[src/rtl/addr_chk_pkg.sv]
package addr_chk_pkg;

    typedef enum logic {
        CORE_A = 1'b0,
        CORE_B = 1'b1
    } core_e;

    typedef enum logic [1:0] {
        K_LOAD  = 2'd0,
        K_STORE = 2'd1,
        K_FETCH = 2'd2,
        K_NONE  = 2'd3
    } kind_e;

    typedef enum logic {
        ST_IDLE   = 1'b0,
        ST_REPORT = 1'b1
    } rsp_state_e;

    typedef struct packed {
        logic misalign;
        logic dacc_err;
        logic dacc_exc;
        logic iacc_err;
        logic iacc_exc;
        logic store_err;
    } fault_t;

    // Size code of a double-word access; some window checks apply to it only
    localparam int SZ_DWORD = 3;

    // Window indices
    localparam int NUM_WIN     = 6;
    localparam int W_UPPER     = 0; // variant A error window
    localparam int W_SLICE     = 1; // variant B error window, small
    localparam int W_BULK      = 2; // variant B error window, large
    localparam int W_EXC_ALL   = 3; // variant B data exception window
    localparam int W_EXC_HIGH  = 4; // variant B fetch exception window
    localparam int W_RESV      = 5; // reserved block, fetch blocked unless enabled

    localparam logic [31:0] WIN_LO [NUM_WIN] = '{
        32'hFE80_0000, 32'hFEFF_0600, 32'hFE80_0000,
        32'hFE00_0000, 32'hFE00_4000, 32'hFE00_0000
    };
    localparam logic [31:0] WIN_HI [NUM_WIN] = '{
        32'hFEFF_FFFF, 32'hFEFF_7FFF, 32'hFEFE_FFFF,
        32'hFE7F_FFFF, 32'hFE7F_FFFF, 32'hFE00_3FFF
    };

endpackage

[src/rtl/fault_rules.sv]
module fault_rules
    import addr_chk_pkg::*;
#(
    parameter int SIZE_W = 3
) (
    input  core_e              core,
    input  kind_e              kind,
    input  logic [SIZE_W-1:0]  size,
    input  logic               misaligned,
    input  logic [NUM_WIN-1:0] hits,
    input  logic               align_exc_mask,
    input  logic               resv_mem_en,
    output fault_t             faults
);
    logic is_dw;
    logic b_err_win;
    logic a_mis_err;

    assign is_dw     = (size == SIZE_W'(SZ_DWORD));
    assign b_err_win = hits[W_SLICE] | hits[W_BULK];
    assign a_mis_err = misaligned & ~align_exc_mask;

    always_comb begin
        faults = '0;
        unique case (core)
            CORE_A: begin
                unique case (kind)
                    K_LOAD: begin
                        faults.dacc_err  = a_mis_err | (is_dw & hits[W_UPPER]);
                    end
                    K_STORE: begin
                        faults.dacc_err  = a_mis_err;
                        faults.store_err = is_dw & hits[W_UPPER];
                    end
                    K_FETCH: begin
                        faults.iacc_err  = misaligned | hits[W_UPPER];
                    end
                    K_NONE: ;
                endcase
            end
            CORE_B: begin
                unique case (kind)
                    K_LOAD: begin
                        faults.misalign  = misaligned;
                        faults.dacc_err  = b_err_win;
                        faults.dacc_exc  = hits[W_EXC_ALL];
                    end
                    K_STORE: begin
                        faults.misalign  = misaligned;
                        faults.store_err = b_err_win;
                        faults.dacc_exc  = hits[W_EXC_ALL];
                    end
                    K_FETCH: begin
                        faults.misalign  = misaligned;
                        faults.iacc_err  = b_err_win;
                        faults.iacc_exc  = ~b_err_win &
                                           (hits[W_EXC_HIGH] | (~resv_mem_en & hits[W_RESV]));
                    end
                    K_NONE: ;
                endcase
            end
        endcase
    end
endmodule

[config.mk]
export PLATFORM = sky130hd
export DESIGN_NAME = fault_rules
export DESIGN_NICKNAME = d
export VERILOG_FILES = /design/src/rtl/addr_chk_pkg.sv /design/src/rtl/fault_rules.sv
export SDC_FILE = /design/constraint.sdc
export NUM_CORES = 1
export LEC_CHECK = 0
export ABC_CLOCK_PERIOD_IN_PS = 900
export CAP_MARGIN = 25
export CORE_AREA = 5 5 42 44
export DETAILED_ROUTE_END_ITERATION = 7
export DIE_AREA = 0 0 47 49
export DONT_BUFFER_PORTS = 1
export SYNTH_ARGS = -nofsm -noshare
export SYNTH_HDL_FRONTEND = slang
export SYNTH_SLANG_ARGS = --single-unit
[constraint.sdc]
create_clock -name vclk -period 0.9
set_input_delay 0.18 -clock vclk [all_inputs]
set_output_delay 0.18 -clock vclk [all_outputs]
set_load 0.02 [all_outputs]
# Word-level counts from Yosys, hierarchy flattened
# Cells that the tools add are included.
# word_totals
register_bits	0
output_inout_bits	6
# classes
n_reduce_logical	3
mux	14
n_bitwise	12
eq_ne	3
# op_table
operator	n
$mux 1	9
$pmux 1 s2	4
$and 1x1->1	4
$not 1->1	4
$or 1x1->1	4
$eq 3x2->1 const B	1
$reduce_or 3->1	1
$eq 2x1->1 const B	1
$eq 2x2->1 const B	1
$logic_not 2->1	1
$mux 2	1
$reduce_or 2->1	1

# Depth between registers and ports, before layout
# Gate-level depths: netlist of run 1.
# logic_depth
word_depth	6
depth_mapped	3
mapped_depth_nobuf	3

# Worst setup path after synthesis of run 1
# OpenSTA, ideal clock, no wires.
# synth_timing
kind	input-to-output
startpoint	in size[2]
endpoint	out faults[4] (netlist bit)
arrival_time_ns	1.041
path_buffers	0
t_required_ns	0.720
path_slack_ns	-0.321
path_stages	3
path_cell_list	nand4b_1 -> or3_1 -> a31oi_1
# synth_rtl
item	line_no	rtl
start, declared	fault_rules.sv:8	input logic [SIZE_W-1:0] size,
end, declared	fault_rules.sv:13	output fault_t faults

==> results of run 1 <==
-- Yosys cell counts --
cell type	n	area, um^2
nor2b_1	1	6.260
nor2_1	2	7.510
inv_1	2	7.510
nand2_1	3	11.26
a31oi_1	1	6.260
nor3_1	2	10.01
a2111oi_2	1	15.01
nor3b_2	1	12.51
o21ai_1	1	5.000
nand3b_1	1	7.510
o211ai_1	1	7.510
a21oi_1	1	5.000
or3_1	1	6.260
nand4b_1	1	8.760
-- worst min path at each step --
stage                end  slack (ps)  depth (start not counted)    start
5_1_grt        faults[4]         400                          1  kind[1]
4_1_cts        faults[4]         390                          1  kind[1]
6_report       faults[4]         390                          1  kind[1]
3_5_place_dp   faults[4]         390                          1  kind[1]
2_1_floorplan  faults[4]         390                          1  kind[1]
3_3_place_gp   faults[4]         390                          1  kind[1]
-- layer usage --
layer,track usage,vias up
li1,-,81
met1,0.06087,69
met2,0.07240,15
met3,0.01476,0
met4,0,0
met5,0,-
-- stage by stage --
stage | cell area (um^2) | setup TNS (ps) | hold slack (ps) | utilization | std cells
final | 215.2 | -661.0 | 391.5 | 0.1536 | 40
after global routing | 215.2 | -886.6 | 395.1 | 0.1536 | 40
after CTS | 215.2 | -688.9 | 392.3 | 0.1536 | 40
after detailed placement | 207.7 | -677.6 | 392.3 | 0.1482 | 39
after global placement | 207.7 | -574.3 | 392.2 | 0.1482 | 39
after floorplan | 157.7 | -464.1 | 388.9 | - | 19
-- power groups by stage --
| stage | registers, mW | logic, mW | clock network, mW |
|---|---|---|---|
| floorplan | 0 | 0.0558 | 0 |
| global placement | 0 | 0.0709 | 0 |
| detailed placement | 0 | 0.0718 | 0 |
| CTS | 0 | 0.0741 | 0 |
| global route | 0 | 0.0795 | 0 |
| finish | 0 | 0.0735 | 0 |
-- layout make-up --
| class | instances | share of cell area |
|---|---|---|
| inverter | 2 | 0.03488 |
| tap | 16 | 0.09302 |
| timing repair buffer | 5 | 0.1744 |
| multi-input combinational | 17 | 0.6977 |
-- kinds of logic (layout without fill, tap and decap cells) --
logic type,count (synthesis),after routing
AND/OR/NAND/NOR,12,12
AO/OA/AOI/OAI,5,5
buffers and inverters,2,7
-- what timing repair did --
item,CTS,global route
endpoints found under the setup margin,4,4
cloned,0,0
pin swaps,3,1
buffers inserted,1,0
-- worst max-delay path: cells and delay by family --
kind | cells | cell delay [ps]
AO/OA/AOI/OAI | 1 | 270
buffers and inverters | 2 | 360
AND/OR/NAND/NOR | 1 | 180
==> flow_summary.ini, run 1 <==
[status]
outcome = finished, violations left
violations = negative setup slack

[sta]
final_max_slew_viol_count = 0
fmax_mhz = 852.3
finalHoldViolations = 0
maxSlewHeadroom = 0.7451
period_needed_ps = 1173
layout_setup_ws_ps = -273.3
tightest_slew_ps = 380.9
setup_violations = 4
rsz0062_at_grt = true
timing.final.crit_share = 1.304

[synthesis]
synthXorXnorAreaFrac = 0
synth_cell_types = 14
synth_compound_area_frac = 0.3333
synth_area_um2 = 116.4
synthCells = 19
synth_nets = 34
syn_avg_cell_area_um2 = 6.124
yosys.area_share.simple = 0.6022
yosys_warnings = 0
synth_top_family_by_area = simple AND/OR/NAND/NOR gates
yosysSeqAreaShare = 0
muxShareOfSynthArea = 0
synthAdderAreaFrac = 0

[cells_and_area]
nFlopsAndLatches = 0
multi_input_area_um2 = 150.1
final_common_cell = buf_4
clkbuf_count = 0
diodes = 0
nFillCells = 173
drive_gt1_frac = 0.4167
nets = 41
layout_common_cells = 5 x buf_4, 3 x nand2_1, 2 x inv_1
area_growth_pct = 84.95
regArea_um2 = 0

[placement]
dpl.hpwl_um = 483
dp_slack_ps = -279.3
gp_congestion = 0.5736
port_buffers = 0

[routing]
drt-pass1-iter-count = 1
wirelength_um = 524
top_layer = met3
wire_per_inst_um = 13.10
wl_met1_um = 211
ant_nets = 0
viasPerCell = 4.125
remaining_drc_errors = 0
vias = 165
dr_wl_met2_um = 215
initialDrtViolationCount = 0
wl_met3_um = 97

[global_route]
grt_pass1_wl_um = 772
antenna_found_initial = 0
gr-total-overflow = 0
grt_pass1_vias = 172
grt_usage = 0.04491
grt_max_degree = 8

[power_and_ir_drop]
power_density_nw_per_um2 = 341.5
peakVddDrop_v = 0.00007082
power.total_mw = 0.07349
net-switching-power_mw = 0.03919
leakagePower_nw = 0.06759
comb_power_share = 1.000
clock_power_share = 0
seq_power_share = 0
switching_share = 0.5333
p_int_mw = 0.03430

[floorplanning]
num_rows = 14
initial_core_util = 0.08304
ios = 21
core_area_um2 = 1401
dieWidth_um = 47
die-area_um2 = 2303
die_y_um = 49

[critical_path]
cp_max_fo = 2
crit_path_end = faults[0]
path_common_cell = buf_4
startpoint = size[2]
crit_path_start_kind = input pin
critical_path_class = input pin to output pin
critPathCaptureType = output pin
cp.arrival_ps = 990
path_cells = nand4b_1 -> buf_4 -> a2111oi_4 -> buf_4
critPathRequiredTime_ps = 720
cp_slowest_cell = a2111oi_4
worst_path_largest_cell_delay_ps = 270

[clocking]
post_cts_resized = 0
holdBufCountCts = 0

[hold_path]
hold_class = input pin to output pin

[job]
maxCapViolations = 0
Note: power is estimated with default switching activity, not from simulation.
==> run 2: changes to the inputs <==
--- a/config.mk
+++ b/config.mk
@@ -5,12 +5,12 @@
 export SDC_FILE = /design/constraint.sdc
 export NUM_CORES = 1
 export LEC_CHECK = 0
-export ABC_CLOCK_PERIOD_IN_PS = 900
+export ABC_CLOCK_PERIOD_IN_PS = 1100
+export BUFFER_PORTS_ARGS = -buffer_cell sky130_fd_sc_hd__buf_2
 export CAP_MARGIN = 25
 export CORE_AREA = 5 5 42 44
 export DETAILED_ROUTE_END_ITERATION = 7
 export DIE_AREA = 0 0 47 49
-export DONT_BUFFER_PORTS = 1
 export SYNTH_ARGS = -nofsm -noshare
 export SYNTH_HDL_FRONTEND = slang
 export SYNTH_SLANG_ARGS = --single-unit
==> constraint.sdc (replaced) <==
create_clock -name vclk -period 1.1
set_input_delay 0.22 -clock vclk [all_inputs]
set_output_delay 0.22 -clock vclk [all_outputs]
set_load 0.02 [all_outputs]
==> flow_summary.ini, run 2 (synthesized netlist as in run 1, its figures left out) <==
[global_route]
antenna_found_initial = 0
grt_usage = 0.05053
grt_max_degree = 8
grt_pass1_vias = 218
grt_pass1_wl_um = 931
gr-total-overflow = 0

[sta]
setup_violations = 3
final_max_slew_viol_count = 0
timing.final.crit_share = 1.264
period_needed_ps = 1390
layout_setup_ws_ps = -290.3
rsz0062_at_grt = true
tightest_slew_ps = 266.5
setup_tns_ps = -615.3
finalHoldViolations = 0
hold_ws_ps = 748.5
maxSlewHeadroom = 0.8222
fmax_mhz = 719.3

[routing]
initialDrtViolationCount = 0
ant_nets = 0
remaining_drc_errors = 0
wire_per_inst_um = 9.333
wirelength_um = 560
drt-pass1-iter-count = 1
vias = 230
viasPerCell = 3.833

[hold_path]
hold_class = input pin to output pin
whs_path_depth = 3

[placement]
place_area_um2 = 299.0
dp_slack_ps = -325.5
place_inst = 60
gp_congestion = 0.5764
port_buffers = 21
dpl.hpwl_um = 521.7

[cells_and_area]
nFlopsAndLatches = 0
drive_gt1_frac = 0.7273
layout_common_cells = 13 x buf_2, 7 x buf_4, 4 x buf_6
clkbuf_count = 0
nFillCells = 162
final_cell_count_no_fill = 60
design_area_um2 = 362.8
regArea_um2 = 0
utilization = 0.2589
diodes = 0
multi_input_area_um2 = 157.7
final_common_cell = buf_2
nets = 61
area_growth_pct = 211.8

[floorplanning]
die-area_um2 = 2303
ios = 21
initial_core_util = 0.08304
num_rows = 14
core_area_um2 = 1401
dieWidth_um = 47
die_y_um = 49

[critical_path]
cp.depth = 5
path_common_cell = buf_6
cp_max_fo = 2
critPathCaptureType = output pin
cp_slowest_cell = or3_4
path_cells = buf_6 -> nand4b_1 -> or3_4 -> a31oi_4 -> buf_6
worst_path_largest_cell_delay_ps = 400
crit_family = simple AND/OR/NAND/NOR gates
cp.arrival_ps = 1170
cp_num_buf_inv = 2
critical_path_class = input pin to output pin
critPathRequiredTime_ps = 880
crit_path_start_kind = input pin

[power_and_ir_drop]
peakVddDrop_v = 0.00007285
leakagePower_nw = 0.1669
power_density_nw_per_um2 = 328.2
power.total_mw = 0.1191

[status]
outcome = finished, violations left
violations = negative setup slack

[job]
maxCapViolations = 0

[clocking]
cts_setup_buffers = 0
-- run 2: cell types whose count changed in the layout (fill, tap and decap cells not counted), sizes merged --
cell,before,now
buf,5,25
-- run 2: timing repair --
| action | 4_1_cts | 5_1_grt |
|---|---|---|
| pin swaps | 2 | 4 |
| hold buffers | 0 | 0 |
| setup endpoints to repair | 4 | 4 |
| gates resized for setup | 13 | 4 |
-- run 2: final cells by class --
cell class	instances	share of cell area
timing repair buffer	25	0.4897
tap	16	0.05517
multi-input combinational	17	0.4345
inverter	2	0.02069
-- run 2: worst paths after layout --
path,startpoint,endpoint,slack (ps)
worst min-delay path,kind[0],faults[5],750
worst max-delay path,size[2],faults[4],-290
-- run 2: where the power goes --
group          internal, mW  switching [mW]  total [mW]
sequential                0               0           0
clock                     0               0           0
combinational        0.0658          0.0533       0.119
total                0.0658          0.0533       0.119
-- run 2: worst min-delay path: stages --
cell	delay, ps
buf_2	100
a21oi_1	60
buf_2	150
-- run 2: metal layers --
metal	vias to the layer above	wire length, um	track usage
met1	98	190	0.06522
met3	0	80	0.01476
met5	-	0	0
met4	0	0	0
li1	121	-	-
met2	11	289	0.08597
==> run 3: changes to the inputs <==
--- a/config.mk
+++ b/config.mk
@@ -6,7 +6,7 @@
 export NUM_CORES = 1
 export LEC_CHECK = 0
 export ABC_CLOCK_PERIOD_IN_PS = 1100
-export BUFFER_PORTS_ARGS = -buffer_cell sky130_fd_sc_hd__buf_2
+export BUFFER_PORTS_ARGS = -buffer_cell sky130_fd_sc_hd__clkbuf_2
 export CAP_MARGIN = 25
 export CORE_AREA = 5 5 42 44
 export DETAILED_ROUTE_END_ITERATION = 7
==> flow_summary.ini, run 3 (synthesized netlist as in run 1, its figures left out) <==
[status]
outcome = finished, violations left
violations = negative setup slack

[critical_path]
cp.arrival_ps = 1120
cp_max_fo = 2
critPathCaptureType = output pin
crit_path_start_kind = input pin
critPathRequiredTime_ps = 880
critical_path_class = input pin to output pin

[sta]
setup_violations = 4
layout_setup_ws_ps = -238.6
rsz0062_at_grt = true
maxSlewHeadroom = 0.8287
final_max_slew_viol_count = 0
tightest_slew_ps = 255.8
hold_ws_ps = 739.7
fmax_mhz = 747.1
period_needed_ps = 1339
finalHoldViolations = 0
timing.final.crit_share = 1.217

[cells_and_area]
nets = 63
drive_gt1_frac = 0.7391
regArea_um2 = 0
diodes = 0
final_common_cell = clkbuf_2
area_growth_pct = 216.1
final_cell_count_no_fill = 62
layout_common_cells = 15 x clkbuf_2, 10 x buf_4, 3 x nand2_1
nFillCells = 165
clkbuf_count = 0
nFlopsAndLatches = 0

[routing]
vias = 232
remaining_drc_errors = 0
ant_nets = 0
drt-pass1-iter-count = 3
wirelength_um = 602
viasPerCell = 3.742
initialDrtViolationCount = 6
wire_per_inst_um = 9.710

[floorplanning]
die-area_um2 = 2303
initial_core_util = 0.08304
num_rows = 14
ios = 21
dieWidth_um = 47
core_area_um2 = 1401
die_y_um = 49

[power_and_ir_drop]
power.total_mw = 0.1228
net-switching-power_mw = 0.05798
power_density_nw_per_um2 = 333.8
switching_share = 0.4722
comb_power_share = 1.000
peakVddDrop_v = 0.00009219
p_int_mw = 0.06481
clock_power_share = 0
seq_power_share = 0
leakagePower_nw = 0.1754

[job]
maxCapViolations = 0

[global_route]
gr-total-overflow = 0
grt_usage = 0.05263
antenna_found_initial = 0
grt_pass1_wl_mm = 1.000
grt_max_degree = 7
grt_pass1_vias = 225

[placement]
gp_congestion = 0.5891
place_inst = 61
port_buffers = 21
dp_slack_ps = -293.8

[hold_path]
hold_class = input pin to output pin

[clocking]
holdBufCountCts = 0
==> run 3: layer usage <==
| metal | track usage | share of wire |
|---|---|---|
| met1 | 0.07174 | 0.38 |
| met2 | 0.09050 | 0.50 |
| met3 | 0.007380 | 0.12 |
| met4 | 0 | 0 |
| met5 | 0 | 0 |
==> run 3: path summary, 6_finish.rpt <==
kind	start	end	slack, ps	cells after the start
max	size[2]	faults[4]	-240	5
min	hits[3]	faults[3]	740	4
==> run 3: cell type report <==
class,count,area [um^2],share of cell area
inverter,2,7.507,0.02041
timing repair buffer,27,176.4,0.4796
multi-input combinational,17,163.9,0.4456
tap,16,20.02,0.05442
==> run 3: repair_timing <==
action,in CTS,in global routing
resized for setup,8,11
pin swaps,0,3
setup buffers,0,1
setup endpoints to repair,4,4
==> run 3: stage by stage <==
step	TNS (ps)	utilization	cell area [um^2]
2_1_floorplan	-194.1	-	143.9
3_3_place_gp	-737.0	0.2188	306.5
3_5_place_dp	-802.8	0.2188	306.5
4_1_cts	-711.0	0.2402	336.6
5_1_grt	-886.1	0.2625	367.9
6_report	-620.9	0.2625	367.9
==> run 3: worst max-delay path: stages <==
cell and delay (ps):
buf_6 80, nand4b_1 180, or3_4 360, a31oi_4 150, buf_8 130
==> run 3: power groups by stage <==
stage / clock (mW) / sequential [mW] / combinational (mW)
floorplan: 0 / 0 / 0.0419
global placement: 0 / 0 / 0.0999
detailed placement: 0 / 0 / 0.102
CTS: 0 / 0 / 0.112
global route: 0 / 0 / 0.134
finish: 0 / 0 / 0.123
